$ cat src/rtl/cd64_rx_pkg.sv
package cd64_rx_pkg;
  localparam int unsigned UNITS_PER_BIT = 4;
  localparam int unsigned OCT_BITS      = 8;
  typedef logic [OCT_BITS-1:0] octet_t;
endpackage

$ cat src/rtl/cd64_unit_timing.sv
module cd64_unit_timing
  import cd64_rx_pkg::*;
#(
  parameter int unsigned OVS = 8
) (
  input  logic clk_i,
  input  logic rst_ni,
  input  logic rail_p_i,
  input  logic rail_n_i,
  output logic unit_vld_o,
  output logic unit_p_o,
  output logic unit_n_o,
  output logic los_o
);
  localparam int unsigned CW      = (OVS > 1) ? $clog2(OVS) : 1;
  localparam int unsigned LOS_LIM = 2 * UNITS_PER_BIT * OVS;
  localparam int unsigned QW      = $clog2(LOS_LIM + 1);

  logic [1:0]    s1_q, s2_q, s3_q;
  logic [CW-1:0] ph_q;
  logic [QW-1:0] quiet_q;
  logic          los_q;
  logic          change;

  assign change = (s2_q != s3_q);

  always_ff @(posedge clk_i or negedge rst_ni) begin
    if (!rst_ni) begin
      s1_q <= '0;
      s2_q <= '0;
      s3_q <= '0;
    end else begin
      s1_q <= {rail_p_i, rail_n_i};
      s2_q <= s1_q;
      s3_q <= s2_q;
    end
  end

  // unit phase re-centres on every rail change
  always_ff @(posedge clk_i or negedge rst_ni) begin
    if (!rst_ni)                     ph_q <= '0;
    else if (change)                 ph_q <= '0;
    else if (ph_q == CW'(OVS - 1))   ph_q <= '0;
    else                             ph_q <= ph_q + 1'b1;
  end

  always_ff @(posedge clk_i or negedge rst_ni) begin
    if (!rst_ni) begin
      quiet_q <= QW'(LOS_LIM);
      los_q   <= 1'b1;
    end else if (change) begin
      quiet_q <= '0;
      los_q   <= 1'b0;
    end else begin
      if (quiet_q != QW'(LOS_LIM)) quiet_q <= quiet_q + 1'b1;
      if (quiet_q == QW'(LOS_LIM - 1)) los_q <= 1'b1;
    end
  end

  assign unit_vld_o = (ph_q == CW'(OVS / 2));
  assign unit_p_o   = s2_q[1];
  assign unit_n_o   = s2_q[0];
  assign los_o      = los_q;

  p_los_clear_r4: assert property (@(posedge clk_i) disable iff (!rst_ni)
    change |=> !los_o);
endmodule

$ cat src/rtl/cd64_block_dec.sv
module cd64_block_dec
  import cd64_rx_pkg::*;
(
  input  logic clk_i,
  input  logic rst_ni,
  input  logic unit_vld_i,
  input  logic unit_p_i,
  input  logic unit_n_i,
  output logic blk_vld_o,
  output logic bit_o,
  output logic viol_o,
  output logic rec_clk_o
);
  logic       nz, prev_nz_q;
  logic [1:0] uph_q, idx;
  logic       u0_pol_q, u1_nz_q;
  logic       prev_pol_q, pol_vld_q;
  logic       blk_q, bit_q, viol_q, rclk_q;

  assign nz  = unit_p_i | unit_n_i;
  // two adjacent marks can only be units 0 and 1 of a one-block
  assign idx = (prev_nz_q && nz) ? 2'd1 : uph_q;

  always_ff @(posedge clk_i or negedge rst_ni) begin
    if (!rst_ni) begin
      prev_nz_q  <= 1'b0;
      uph_q      <= '0;
      u0_pol_q   <= 1'b0;
      u1_nz_q    <= 1'b0;
      prev_pol_q <= 1'b0;
      pol_vld_q  <= 1'b0;
      blk_q      <= 1'b0;
      bit_q      <= 1'b0;
      viol_q     <= 1'b0;
      rclk_q     <= 1'b0;
    end else begin
      blk_q <= 1'b0;
      if (unit_vld_i) begin
        prev_nz_q <= nz;
        uph_q     <= idx + 2'd1;
        rclk_q    <= (idx < 2'd2);
        if (idx == 2'd0) u0_pol_q <= unit_p_i;
        if (idx == 2'd1) u1_nz_q  <= nz;
        if (idx == 2'(UNITS_PER_BIT - 1)) begin
          blk_q      <= 1'b1;
          bit_q      <= u1_nz_q;
          viol_q     <= pol_vld_q && (u0_pol_q == prev_pol_q);
          prev_pol_q <= u0_pol_q;
          pol_vld_q  <= 1'b1;
        end
      end
    end
  end

  assign blk_vld_o = blk_q;
  assign bit_o     = bit_q;
  assign viol_o    = viol_q;
  assign rec_clk_o = rclk_q;

  p_blk_from_unit_r1: assert property (@(posedge clk_i) disable iff (!rst_ni)
    blk_vld_o |-> $past(unit_vld_i));
endmodule

$ cat src/rtl/cd64_octet_framer.sv
module cd64_octet_framer
  import cd64_rx_pkg::*;
(
  input  logic   clk_i,
  input  logic   rst_ni,
  input  logic   blk_vld_i,
  input  logic   bit_i,
  input  logic   viol_i,
  output logic   oct_vld_o,
  output octet_t oct_o,
  output logic   locked_o,
  output logic   alarm_o
);
  localparam logic [3:0] LAST = 4'(OCT_BITS - 1);

  logic [OCT_BITS-2:0] sh_q;
  logic [3:0]          bcnt_q;
  logic [1:0]          good_q, miss_q;
  logic                lock_q, alarm_q, vld_q;
  octet_t              oct_q;
  logic                at_exp;

  assign at_exp = (bcnt_q == LAST);

  always_ff @(posedge clk_i or negedge rst_ni) begin
    if (!rst_ni) begin
      sh_q    <= '0;
      bcnt_q  <= 4'hf;
      good_q  <= '0;
      miss_q  <= '0;
      lock_q  <= 1'b0;
      alarm_q <= 1'b0;
      vld_q   <= 1'b0;
      oct_q   <= '0;
    end else begin
      vld_q <= 1'b0;
      if (blk_vld_i) begin
        sh_q  <= {sh_q[OCT_BITS-3:0], bit_i};
        oct_q <= {sh_q, bit_i};
        if (!lock_q) begin
          if (viol_i) begin
            bcnt_q <= '0;
            if (at_exp && good_q == 2'd1) begin
              lock_q  <= 1'b1;
              alarm_q <= 1'b0;
              miss_q  <= '0;
              good_q  <= '0;
              vld_q   <= 1'b1;
            end else begin
              good_q <= at_exp ? 2'd1 : 2'd0;
            end
          end else if (bcnt_q != 4'hf) begin
            bcnt_q <= bcnt_q + 1'b1;
          end
        end else if (at_exp) begin
          bcnt_q <= '0;
          if (viol_i) begin
            miss_q <= '0;
            vld_q  <= 1'b1;
          end else if (miss_q == 2'd2) begin
            lock_q  <= 1'b0;
            alarm_q <= 1'b1;
            miss_q  <= '0;
            good_q  <= '0;
          end else begin
            miss_q <= miss_q + 1'b1;
            vld_q  <= 1'b1;
          end
        end else begin
          bcnt_q <= bcnt_q + 1'b1;
        end
      end
    end
  end

  assign oct_vld_o = vld_q;
  assign oct_o     = oct_q;
  assign locked_o  = lock_q;
  assign alarm_o   = alarm_q;

  p_alarm_unlocked_r3: assert property (@(posedge clk_i) disable iff (!rst_ni)
    alarm_o |-> !locked_o);
  p_emit_locked_r2: assert property (@(posedge clk_i) disable iff (!rst_ni)
    oct_vld_o |-> locked_o);
endmodule

$ cat src/rtl/cd64_slip_buf.sv
module cd64_slip_buf
  import cd64_rx_pkg::*;
(
  input  logic   clk_i,
  input  logic   rst_ni,
  input  logic   wr_i,
  input  octet_t wr_data_i,
  input  logic   rd_i,
  output octet_t rd_data_o,
  output logic   ins_o,
  output logic   del_o
);
  octet_t     mem_q [2];
  octet_t     last_q;
  logic       wr_ptr_q, rd_ptr_q;
  logic [1:0] fill_q, fill_mid;
  logic       rd_take, wr_ok;
  logic       ins_q, del_q;

  // a read frees its register before a same-cycle write is judged
  assign rd_take   = rd_i && (fill_q != 2'd0);
  assign fill_mid  = fill_q - {1'b0, rd_take};
  assign wr_ok     = wr_i && (fill_mid != 2'd2);
  assign rd_data_o = rd_take ? mem_q[rd_ptr_q] : last_q;

  always_ff @(posedge clk_i or negedge rst_ni) begin
    if (!rst_ni) begin
      mem_q[0] <= '0;
      mem_q[1] <= '0;
      last_q   <= '0;
      wr_ptr_q <= 1'b0;
      rd_ptr_q <= 1'b0;
      fill_q   <= '0;
      ins_q    <= 1'b0;
      del_q    <= 1'b0;
    end else begin
      ins_q  <= rd_i && !rd_take;
      del_q  <= wr_i && !wr_ok;
      fill_q <= fill_mid + {1'b0, wr_ok};
      if (rd_i)    last_q   <= rd_data_o;
      if (rd_take) rd_ptr_q <= ~rd_ptr_q;
      if (wr_ok) begin
        mem_q[wr_ptr_q] <= wr_data_i;
        wr_ptr_q        <= ~wr_ptr_q;
      end
    end
  end

  assign ins_o = ins_q;
  assign del_o = del_q;

  p_fill_bound_r9: assert property (@(posedge clk_i) disable iff (!rst_ni)
    fill_q <= 2'd2);
  p_slip_excl_r8: assert property (@(posedge clk_i) disable iff (!rst_ni)
    !(ins_o && del_o));
  p_ins_repeat_r8: assert property (@(posedge clk_i) disable iff (!rst_ni)
    ins_o |-> $stable(last_q));
endmodule

$ cat src/rtl/cd64_rx_decoder.sv
module cd64_rx_decoder
  import cd64_rx_pkg::*;
#(
  parameter int unsigned OVS = 8
) (
  input  logic clk_i,
  input  logic rst_ni,
  input  logic rail_p_i,
  input  logic rail_n_i,
  input  logic ts_a_i,
  input  logic ts_b_i,
  input  logic ts_sel_i,
  output logic pcm_o,
  output logic rec_clk_o,
  output logic los_o,
  output logic alarm_o,
  output logic ins_o,
  output logic del_o
);
  localparam int unsigned AW = $clog2(OCT_BITS + 1);

  logic   unit_vld, unit_p, unit_n;
  logic   blk_vld, blk_bit, blk_viol;
  logic   oct_vld, locked;
  octet_t oct, rd_data, sh_q;
  logic   ts, ts_q, rd_start;
  logic [AW-1:0] act_q;

  cd64_unit_timing #(.OVS(OVS)) u_timing (
    .clk_i, .rst_ni, .rail_p_i, .rail_n_i,
    .unit_vld_o(unit_vld), .unit_p_o(unit_p), .unit_n_o(unit_n), .los_o(los_o)
  );

  cd64_block_dec u_dec (
    .clk_i, .rst_ni, .unit_vld_i(unit_vld), .unit_p_i(unit_p), .unit_n_i(unit_n),
    .blk_vld_o(blk_vld), .bit_o(blk_bit), .viol_o(blk_viol), .rec_clk_o(rec_clk_o)
  );

  cd64_octet_framer u_frm (
    .clk_i, .rst_ni, .blk_vld_i(blk_vld), .bit_i(blk_bit), .viol_i(blk_viol),
    .oct_vld_o(oct_vld), .oct_o(oct), .locked_o(locked), .alarm_o(alarm_o)
  );

  assign ts       = ts_sel_i ? ts_b_i : ts_a_i;
  assign rd_start = ts && !ts_q;

  cd64_slip_buf u_buf (
    .clk_i, .rst_ni, .wr_i(oct_vld), .wr_data_i(oct), .rd_i(rd_start),
    .rd_data_o(rd_data), .ins_o(ins_o), .del_o(del_o)
  );

  always_ff @(posedge clk_i or negedge rst_ni) begin
    if (!rst_ni) begin
      ts_q  <= 1'b0;
      sh_q  <= '0;
      act_q <= '0;
    end else begin
      ts_q <= ts;
      if (rd_start) begin
        sh_q  <= rd_data;
        act_q <= AW'(OCT_BITS);
      end else if (act_q != '0) begin
        sh_q  <= {sh_q[OCT_BITS-2:0], 1'b0};
        act_q <= act_q - 1'b1;
      end
    end
  end

  assign pcm_o = (act_q != '0) && sh_q[OCT_BITS-1];

  p_lock_needs_clock_r2: assert property (@(posedge clk_i) disable iff (!rst_ni)
    oct_vld |-> locked);
endmodule

$ cat config.mk
export PLATFORM = sky130hd
export DESIGN_NAME = cd64_rx_decoder
export DESIGN_NICKNAME = d
export VERILOG_FILES = /design/src/rtl/cd64_rx_pkg.sv /design/src/rtl/cd64_unit_timing.sv /design/src/rtl/cd64_block_dec.sv /design/src/rtl/cd64_octet_framer.sv /design/src/rtl/cd64_slip_buf.sv /design/src/rtl/cd64_rx_decoder.sv
export SDC_FILE = /design/constraint.sdc
export NUM_CORES = 1
export LEC_CHECK = 0
export CAP_MARGIN = 20
export CELL_PAD_IN_SITES_DETAIL_PLACEMENT = 2
export CELL_PAD_IN_SITES_GLOBAL_PLACEMENT = 2
export CORE_MARGIN = 1
export CORE_UTILIZATION = 30
export CTS_CLUSTER_DIAMETER = 30
export CTS_CLUSTER_SIZE = 40
export DETAILED_ROUTE_END_ITERATION = 10
export PLACE_DENSITY = 0.64
export SETUP_SLACK_MARGIN = 0.02
export SLEW_MARGIN = 20
export SYNTH_ARGS = -nofsm -noshare
export SYNTH_HDL_FRONTEND = slang
export SYNTH_HIERARCHICAL = 1
export SYNTH_SLANG_ARGS = --single-unit
export TNS_END_PERCENT = 10
$ cat constraint.sdc
create_clock -name clk_i -period 1.8 [get_ports clk_i]
set_clock_uncertainty 0.1 [all_clocks]
set_input_delay 0.54 -clock clk_i [delete_from_list [all_inputs] [get_ports clk_i]]
set_output_delay 0.54 -clock clk_i [all_outputs]
set_load 0.05 [all_outputs]
### Yosys cells after proc, flatten, opt, wreduce, memory -nomap -nowiden

Cells that the tools add are included.

* bits in registers: 97
* bits in latches: 0
* RAM bits: 0
* ROM bits: 0
* output and inout port bits: 6
* memories: 0

* add/subtract/negate cells: 8
* $mul: 0
* div/mod/pow operators: 0
* magnitude comparators: 4
* equal/unequal tests: 16
* shift operators: 0
* multiplexer cells: 53
* bitwise logic cells: 5
* reduce and logical (&&, ||, !) cells: 29

Operators with widths (count)
* 2-to-1 mux 8 bit: 7
* 2-to-1 mux 2 bit: 13
* 2-to-1 mux 4 bit: 6
* 2-to-1 mux 1 bit: 21
* bitwise mux 16 bit: 1
* 2-to-1 mux 7 bit: 2
* nonzero test 2 bit: 6
* logical AND 1 bit: 10
* demux 8 bit (select 1 bit): 1
* AND reduction 2 bit: 4
* adder 7 x 1 -> 7 bit (second input constant): 1
* == test 7 x 6 -> 1 bit (second input constant): 1
* != test 7 bit (second input constant): 1
* == test 3 bit (second input constant): 2
* 2-to-1 mux 3 bit: 2
* != test 2 bit (second input constant): 3
* AND reduction 6 bit: 1
* AND reduction 5 bit: 1
* adder 2 x 1 -> 2 bit (second input constant): 2
* adder 4 x 1 -> 4 bit (second input constant): 1
* == test 2 x 1 -> 1 bit (second input constant): 2
* == test 2 bit (second input constant): 2
* == test 4 x 3 -> 1 bit (second input constant): 1
* >= comparator 2 bit (second input constant): 2
* other kinds (18): 22

### Depth between registers and ports, before layout

Gate-level depths: netlist of run 1.

* depth after elaboration: 8
* mapped depth: 8
* gate-level depth less buffers: 7

### Cells and area by module

Netlist of run 1, hierarchy kept.

Modules (own cells, without submodules)
* cd64_slip_buf: times used 1, cells each 105, area an instance 1307.5 µm², seq. area each 750.7 µm²
* cd64_octet_framer: times used 1, cells each 74, area an instance 869.6 µm², seq. area each 455.4 µm²
* cd64_unit_timing: times used 1, cells each 61, area an instance 706.9 µm², seq. area each 427.9 µm²
* cd64_rx_decoder: times used 1, cells each 52, area an instance 681.9 µm², seq. area each 325.3 µm²
* cd64_block_dec: times used 1, cells each 42, area an instance 500.5 µm², seq. area each 275.3 µm²

### Worst setup path after synthesis of run 1

No wires, ideal clock.

* path kind: input port to flip-flop
* from: input ts_sel_i
* to: register u_buf/mem_q[10] (netlist bit)
* library setup time: 0.125 ns
* arrival: 2.021 ns
* data required time: 1.575 ns
* slack: -0.445 ns
* stages: 6
* cell sequence: mux2i_1 > nor2_1 > buf_4 > xnor2_2 > a211oi_4 > mux2_2

* cells in the longest elaborated chain, start to end: 6

RTL lines
* start: declaration: RTL line cd64_rx_decoder.sv:12 `input logic ts_sel_i,`
* 2-to-1 mux 1 bit: RTL line cd64_rx_decoder.sv:44 `assign ts = ts_sel_i ? ts_b_i : ts_a_i;`
* logical AND 1 bit: RTL line cd64_rx_decoder.sv:45 `assign rd_start = ts && !ts_q;`
* via rd_start: RTL line cd64_rx_decoder.sv:26 `logic ts, ts_q, rd_start;`
* logical AND 1 bit: RTL line cd64_slip_buf.sv:21 `assign rd_take = rd_i && (fill_q != 2'd0);`
* subtractor 2 x 1 -> 2 bit: RTL line cd64_slip_buf.sv:22 `assign fill_mid = fill_q - {1'b0, rd_take};`
* != test 2 bit: RTL line cd64_slip_buf.sv:23 `assign wr_ok = wr_i && (fill_mid != 2'd2);`
* logical AND 1 bit: RTL line cd64_slip_buf.sv:23
* end signal: indexed assignment: RTL line cd64_slip_buf.sv:43 `mem_q[wr_ptr_q] <= wr_data_i;`
* end: declaration: RTL line cd64_slip_buf.sv:13 `octet_t mem_q [2];`

The timed path passes the listed nets, and every way through them passes these cells.
A chain may end at the register's enable or synchronous reset.

### Final worst setup path of run 1

* from: register act_q[1]
* to: output pcm_o

* cells in the longest elaborated chain, start to end: 2

RTL lines
* start: declaration: RTL line cd64_rx_decoder.sv:27 `logic [AW-1:0] act_q;`
* start signal: assignment: RTL line cd64_rx_decoder.sv:61 `act_q <= AW'(OCT_BITS);`
* start signal: assignment: RTL line cd64_rx_decoder.sv:64 `act_q <= act_q - 1'b1;`
* nonzero test 4 bit: RTL line cd64_rx_decoder.sv:69 `assign pcm_o = (act_q != '0) && sh_q[OCT_BITS-1];`
* logical AND 1 bit: RTL line cd64_rx_decoder.sv:69
* end: declaration: RTL line cd64_rx_decoder.sv:13 `output logic pcm_o,`

No other way between the ends.

==> run metrics, run 1 <==
largest area contributor in the netlist dfrtp_1; latest clock arrival within the worst-skew pair 0.34 ns; violated checks setup timing; final setup fails 10; R2R cell count 8; startpoint of the worst-slack reg-to-reg timing path act_q[1]; CTS tree yes; H-tree lvl count 3; Post-Syn Area per Cell 12.2 µm²; status finished with violations; Final HPWL DP 6150 µm; Min-Delay Endpoint u_timing/s2_q[0]; fmax 474 MHz; Slew HR 0.751; Overall Global Routing Usage 0.141; vias in the first global route 3064; post-synthesis sequential area ratio 0.550; Distinct cells, synth 57; largest cells by area after synthesis dfrtp_1 (51%), mux2_2 (8.0%), dfstp_2 (3.9%); ratio of cells with drive above 1 in the final layout 0.316; cell count after synthesis 334; startpoint types flip-flop; worst-path maximum fanout 2; Fin Setup TNS -1.48 ns; initial DRC count 75; EDFF count, synth 0; antenna violations before repair 0; LEAKAGE 2.37 nW; Final Max Tran Viols 0; diode count 0; clk root buf clkbuf_16; Routed WL 8940 µm; DP Cell Count 539; Num CTS Buffers 9; drt drc 0; Worst Path Arrival 1.47 ns; first-pass GRT wire length 15500 µm; Mapped Area 4070 µm²; asr flop ratio synth 1.00; GP Congestion 0.691; PortBufs 12; syn_nets 352; final hold violations 0; #FFs+latches synth 89; Reg-to-Reg End sh_q[4]; critical path class reg2out; worst slack, placed -0.831 ns; Post-DRT Antenna Nets 0; FILL cells 1376; layout overhead on the synthesized area 28.4%; Nets 402; VDD IR max 455 µV; synth warn 6; Period minus WS final 2.11 ns; core outline area 13200 µm²; CTS Sinks 89; CP Capture Type primary output; most frequent cells in the layout dfrtp_1 (83), buf_4 (28), o21ai_0 (24); commonest non-fill, non-tap cell in the layout dfrtp_1; non-filler cells, final 565; most used flip-flop cell after synthesis dfrtp_1; MaxCap Viol Count 0; r2r setup slk -0.17 ns; die width 118 µm; Synth top area share 0.511; DRT Pass-1 Iters 4; Hold Crit Start u_timing/s1_q[0]; setup ws final -0.309 ns; fin crit share 1.17; Initial Utilization 0.307; Register Area 2230 µm²; wire length per cell 15.8 µm; vias per inst 4.79; Hold Crit Class reg2reg; RSZ-0062 raised after global routing yes; clk slew on worst S/H paths 0.06 ns; required time worst endpoint 1.16 ns; Max clock buf depth 2; total gr overflow 0; Cell Pwr Density 999 nW/µm²; slew at the pin closest to its max-slew limit 0.373 ns; full die area 14000 µm²; Die Y 118 µm; Hold Path Depth 0; area of the multi-input gates 1820 µm²; IO Pins 13; DR vias 2706; row cnt 42; largest net degree at the start of global routing 39
-- sequential cells by signal, indices dropped and copies added (netlist names), 3 cells and up --
register,count
act_q,4
sh_q,8
u_buf/last_q,8
u_buf/mem_q,16
u_frm/bcnt_q,4
u_frm/sh_q,6
u_timing/ph_q,3
u_timing/quiet_q,7
-- metrics by stage --
step	instance area, µm²	power (W)	hold slack, ns	util
6_report	5220	0.00522	0.251	0.394
5_1_grt	5220	0.00547	0.260	0.394
4_1_cts	5140	0.00523	0.254	0.388
3_5_place_dp	4720	0.00302	0.238	0.357
3_3_place_gp	4720	0.00298	0.236	0.357
2_1_floorplan	4130	0.00268	0.144	-
-- worst max path at each step --
| stage | startpoint | to | slack, ns | cells past startpoint |
|---|---|---|---|---|
| finish | act_q[1] | pcm_o | -0.31 | 6 |
| global route | act_q[1] | pcm_o | -0.37 | 6 |
| CTS | act_q[1] | pcm_o | -0.32 | 6 |
| detailed placement | ts_sel_i | u_buf/mem_q[15] | -0.83 | 8 |
| global placement | ts_sel_i | u_buf/mem_q[14] | -0.81 | 8 |
| floorplan | ts_sel_i | u_buf/mem_q[10] | -0.39 | 6 |
-- what timing repair did --
action                                 in CTS  in global routing
endpoints found under the hold margin      17                  0
setup endpoints to repair                  38                 34
gates cloned                                1                  0
hold buffers                                1                  0
setup buffers                               7                  2
pin swaps                                   4                  6
gates resized for setup                    22                 17
-- power by group --
part,switching [W],leakage [nW],internal [W]
combinational,0.000444,1.03,0.000524
clock,0.000821,0.157,0.00123
sequential,0.0000941,1.19,0.00210
-- logic make-up after synthesis --
logic type / Yosys count / synth area share
AO/OA/AOI/OAI: 63 / 0.0979
XOR/XNOR: 10 / 0.0234
adder cells (fa/ha/maj): 11 / 0.0338
buffers and inverters: 27 / 0.0323
flip-flops: 89 / 0.550
multiplexers: 55 / 0.154
AND/OR/NAND/NOR: 79 / 0.110
-- per-layer routing --
metal / vias up / GRT usage / part of all wire
met5: - / 0 / 0
met4: 0 / 0.0617 / 0.017
met3: 9 / 0.0309 / 0.021
met2: 21 / 0.253 / 0.53
met1: 1397 / 0.161 / 0.43
li1: 1279 / - / -
-- worst max-delay path, cell delays in order (launching register included) --
cell	delay, ns
dfrtp_1	0.39
inv_2	0.09
ha_4	0.13
nor3b_4	0.21
buf_12	0.13
nor2b_4	0.03
buf_8	0.14
-- area by class of cell --
cell class / instances / share of cell area
timing repair buffer: 50 / 0.106
clock buffer: 9 / 0.0431
tap: 176 / 0.0422
inverter: 16 / 0.0115
clock inverter: 7 / 0.0197
sequential: 89 / 0.428
multi-input combinational: 218 / 0.349
-- synth_stat cells, types with 3 or more instances --
| library cell | instances |
|---|---|
| a21oi_1 | 12 |
| a31oi_1 | 3 |
| and3_1 | 3 |
| buf_4 | 3 |
| clkbuf_1 | 3 |
| dfrtp_1 | 83 |
| dfstp_2 | 6 |
| ha_1 | 11 |
| inv_1 | 15 |
| mux2_1 | 10 |
| mux2_2 | 29 |
| mux2_4 | 5 |
| mux2i_1 | 11 |
| nand2_1 | 20 |
| nand2b_1 | 6 |
| nand3_1 | 6 |
| nor2_1 | 11 |
| nor2b_1 | 4 |
| nor3_1 | 6 |
| nor3b_1 | 3 |
| o21ai_0 | 27 |
| o21ai_1 | 3 |
| or2b_1 | 3 |
| or3_1 | 3 |
| xnor2_1 | 5 |
| xor2_1 | 4 |
Power figures use the tool's default switching activity.
==> inputs of run 2 (changes only) <==
- CTS_BUF_LIST: unset -> sky130_fd_sc_hd__clkbuf_16
- SETUP_SLACK_MARGIN: 0.02 -> 0.15
- TNS_END_PERCENT: 10 -> 100
==> run metrics, run 2 (synthesis gave the netlist of run 1 again) <==
Routed WL 9760 µm (+9.1%); worst slack, placed -0.863 ns (-0.0317 ns); Initial Utilization 0.307 (unchanged); startpoint types flip-flop; Max clock buf depth 2 (unchanged); MaxCap Viol Count 0 (unchanged); DRT Pass-1 Iters 3 (-1); DR vias 2788 (+3.0%); CTS Sinks 89 (unchanged); vias per inst 4.79 (about the same); non-filler cells, final 582 (+3.0%); FILL cells 1335 (-3.0%); first-pass GRT wire length 16500 µm (+6.5%); Period minus WS final 2.11 ns (+0.00304 ns); Crit path largest cell delay 0.39 ns (about the same); Hold Crit Class in2async; RSZ-0062 raised after global routing yes; largest net degree at the start of global routing 29 (-26%); Biggest register u_buf/mem_q; commonest non-fill, non-tap cell in the layout dfrtp_1; worst-path maximum fanout 2 (unchanged); Final Max Tran Viols 0 (unchanged); Fin Setup TNS -3.88 ns (-2.40 ns); ratio of cells with drive above 1 in the final layout 0.377 (+0.0607); antenna violations before repair 0 (unchanged); VDD IR max 333 µV (-27%); Overall Global Routing Usage 0.150 (+0.00898); total gr overflow 0 (unchanged); Post-DRT Antenna Nets 0 (unchanged); final hold violations 0 (unchanged); Nets 419 (+4.2%); slew at the pin closest to its max-slew limit 0.441 ns (+0.0680 ns); CP Capture Type primary output; row cnt 42 (unchanged); Cell Pwr Density 915 nW/µm² (-8.4%); CTS Hold Buffers Added 0 (-1); wire length per cell 16.8 µm (+5.9%); worst path cell trace inv_2 -> ha_4 -> nor3b_4 -> buf_12 -> nor2b_4 -> buf_6; fin crit share 1.17 (+0.00169); latest clock arrival within the worst-skew pair 0.34 ns (about the same); die width 118 µm (unchanged); status finished with violations; final setup fails 28 (+18); Slew HR 0.706 (-0.0453); full die area 14000 µm² (unchanged); DP Cell Count 540 (+0.19%); Die Y 118 µm (unchanged); clk root buf clkbuf_16; fmax 473 MHz (-0.14%); PortBufs 12 (unchanged); violated checks setup timing; LEAKAGE 2.52 nW (+6.4%); diode count 0 (unchanged); clk slew on worst S/H paths 0.06 ns (about the same); H-tree lvl count 3 (unchanged); Largest register FFs 16 (unchanged); vias in the first global route 3180 (+3.8%); IO Pins 13 (unchanged); critical path class reg2out; core outline area 13200 µm² (unchanged); layout overhead on the synthesized area 36.6%; biggest regs u_buf/mem_q: 16 flops, sh_q: 8 flops, u_buf/last_q: 8 flops; slowest CP cell dfrtp_1; Worst Path Arrival 1.47 ns (about the same); design area 5550 µm² (+6.4%); CTS tree yes; required time worst endpoint 1.16 ns (about the same); Num CTS Buffers 9 (unchanged); GP Congestion 0.700 (+1.3%); initial DRC count 81 (+8.0%); Final HPWL DP 5970 µm (-3.0%); setup ws final -0.312 ns (-0.00304 ns); area post-placement 4780 µm² (+1.1%); most frequent cells in the layout dfrtp_1 (82), buf_4 (34), mux2_4 (27); hold_ws 0.0198 ns (-0.232 ns); drt drc 0 (unchanged)
[run 2: changes by cell type in the layout (fill, tap and decap cells not counted), sizes merged]
cell         previous run  this run
bufinv                  2         1
bufbuf                  0         1
buf                    46        63
clkinv                  2         4
clkinvlp                1         0
dlygate4sd3             1         0
[run 2: final cells by class]
class                           count  area, µm²  share of cell area
Sequential cell                    89       2240               0.403
Inverter                           16       60.1              0.0108
Clock buffer                        9        225              0.0405
Timing Repair Buffer               67        816               0.147
Clock inverter                      7       53.8             0.00969
Tap cell                          176        220              0.0396
Multi-Input combinational cell    218       1940               0.350
[run 2: where the power goes]
part           leakage, nW  switching [W]  total [W]  internal (W)
Combinational         1.20       0.000428    0.00103      0.000605
Sequential            1.18       0.000132    0.00223       0.00210
Clock                0.144       0.000769    0.00182       0.00105
[run 2: metrics by stage]
step / power [W] / util
after floorplan: 0.00270 / -
after global routing: 0.00534 / 0.419
final: 0.00508 / 0.419
after CTS: 0.00495 / 0.403
after detailed placement: 0.00303 / 0.361
after global placement: 0.00299 / 0.361
[run 2: what timing repair did]
item / CTS / global route
endpoints found under the setup margin: 47 / 43
setup buffers: 12 / 10
gates cloned: 3 / 1
hold endpoints to repair: 0 / 0
resized for setup: 44 / 29
pin swaps: 8 / 5
[run 2: worst paths after layout]
kind                                   from                to  slack, ns  cells past startpoint
max                                act_q[0]             pcm_o      -0.31                      6
min in group clk_i         u_timing/s1_q[1]  u_timing/s2_q[1]       0.26                      0
min                                  rst_ni          act_q[3]       0.02                      1
max in group asynchronous            rst_ni   u_dec/prev_nz_q       1.03                      2
min reg2reg                u_timing/s1_q[1]  u_timing/s2_q[1]       0.26                      0
max reg2reg                        act_q[0]           sh_q[4]      -0.28                      9
[run 2: routing by layer]
layer,track usage,share of wire
met1,0.183,0.43
met2,0.261,0.54
met3,0.0347,0.021
met4,0.0498,0.013
met5,0,0
[run 2: critical path, delay by kind of cell (launching register included)]
family	cells	cell delay [ns]
adders and majority gates	1	0.13
buffers and inverters	3	0.36
DFF	1	0.39
and+or+nand+nor	2	0.24
==> inputs of run 3 (changes only) <==
- CTS_CLUSTER_DIAMETER: 30 -> unset
==> results of run 3 <==
Same layout as run 2: the final DEF is identical, and so are final timing and power.
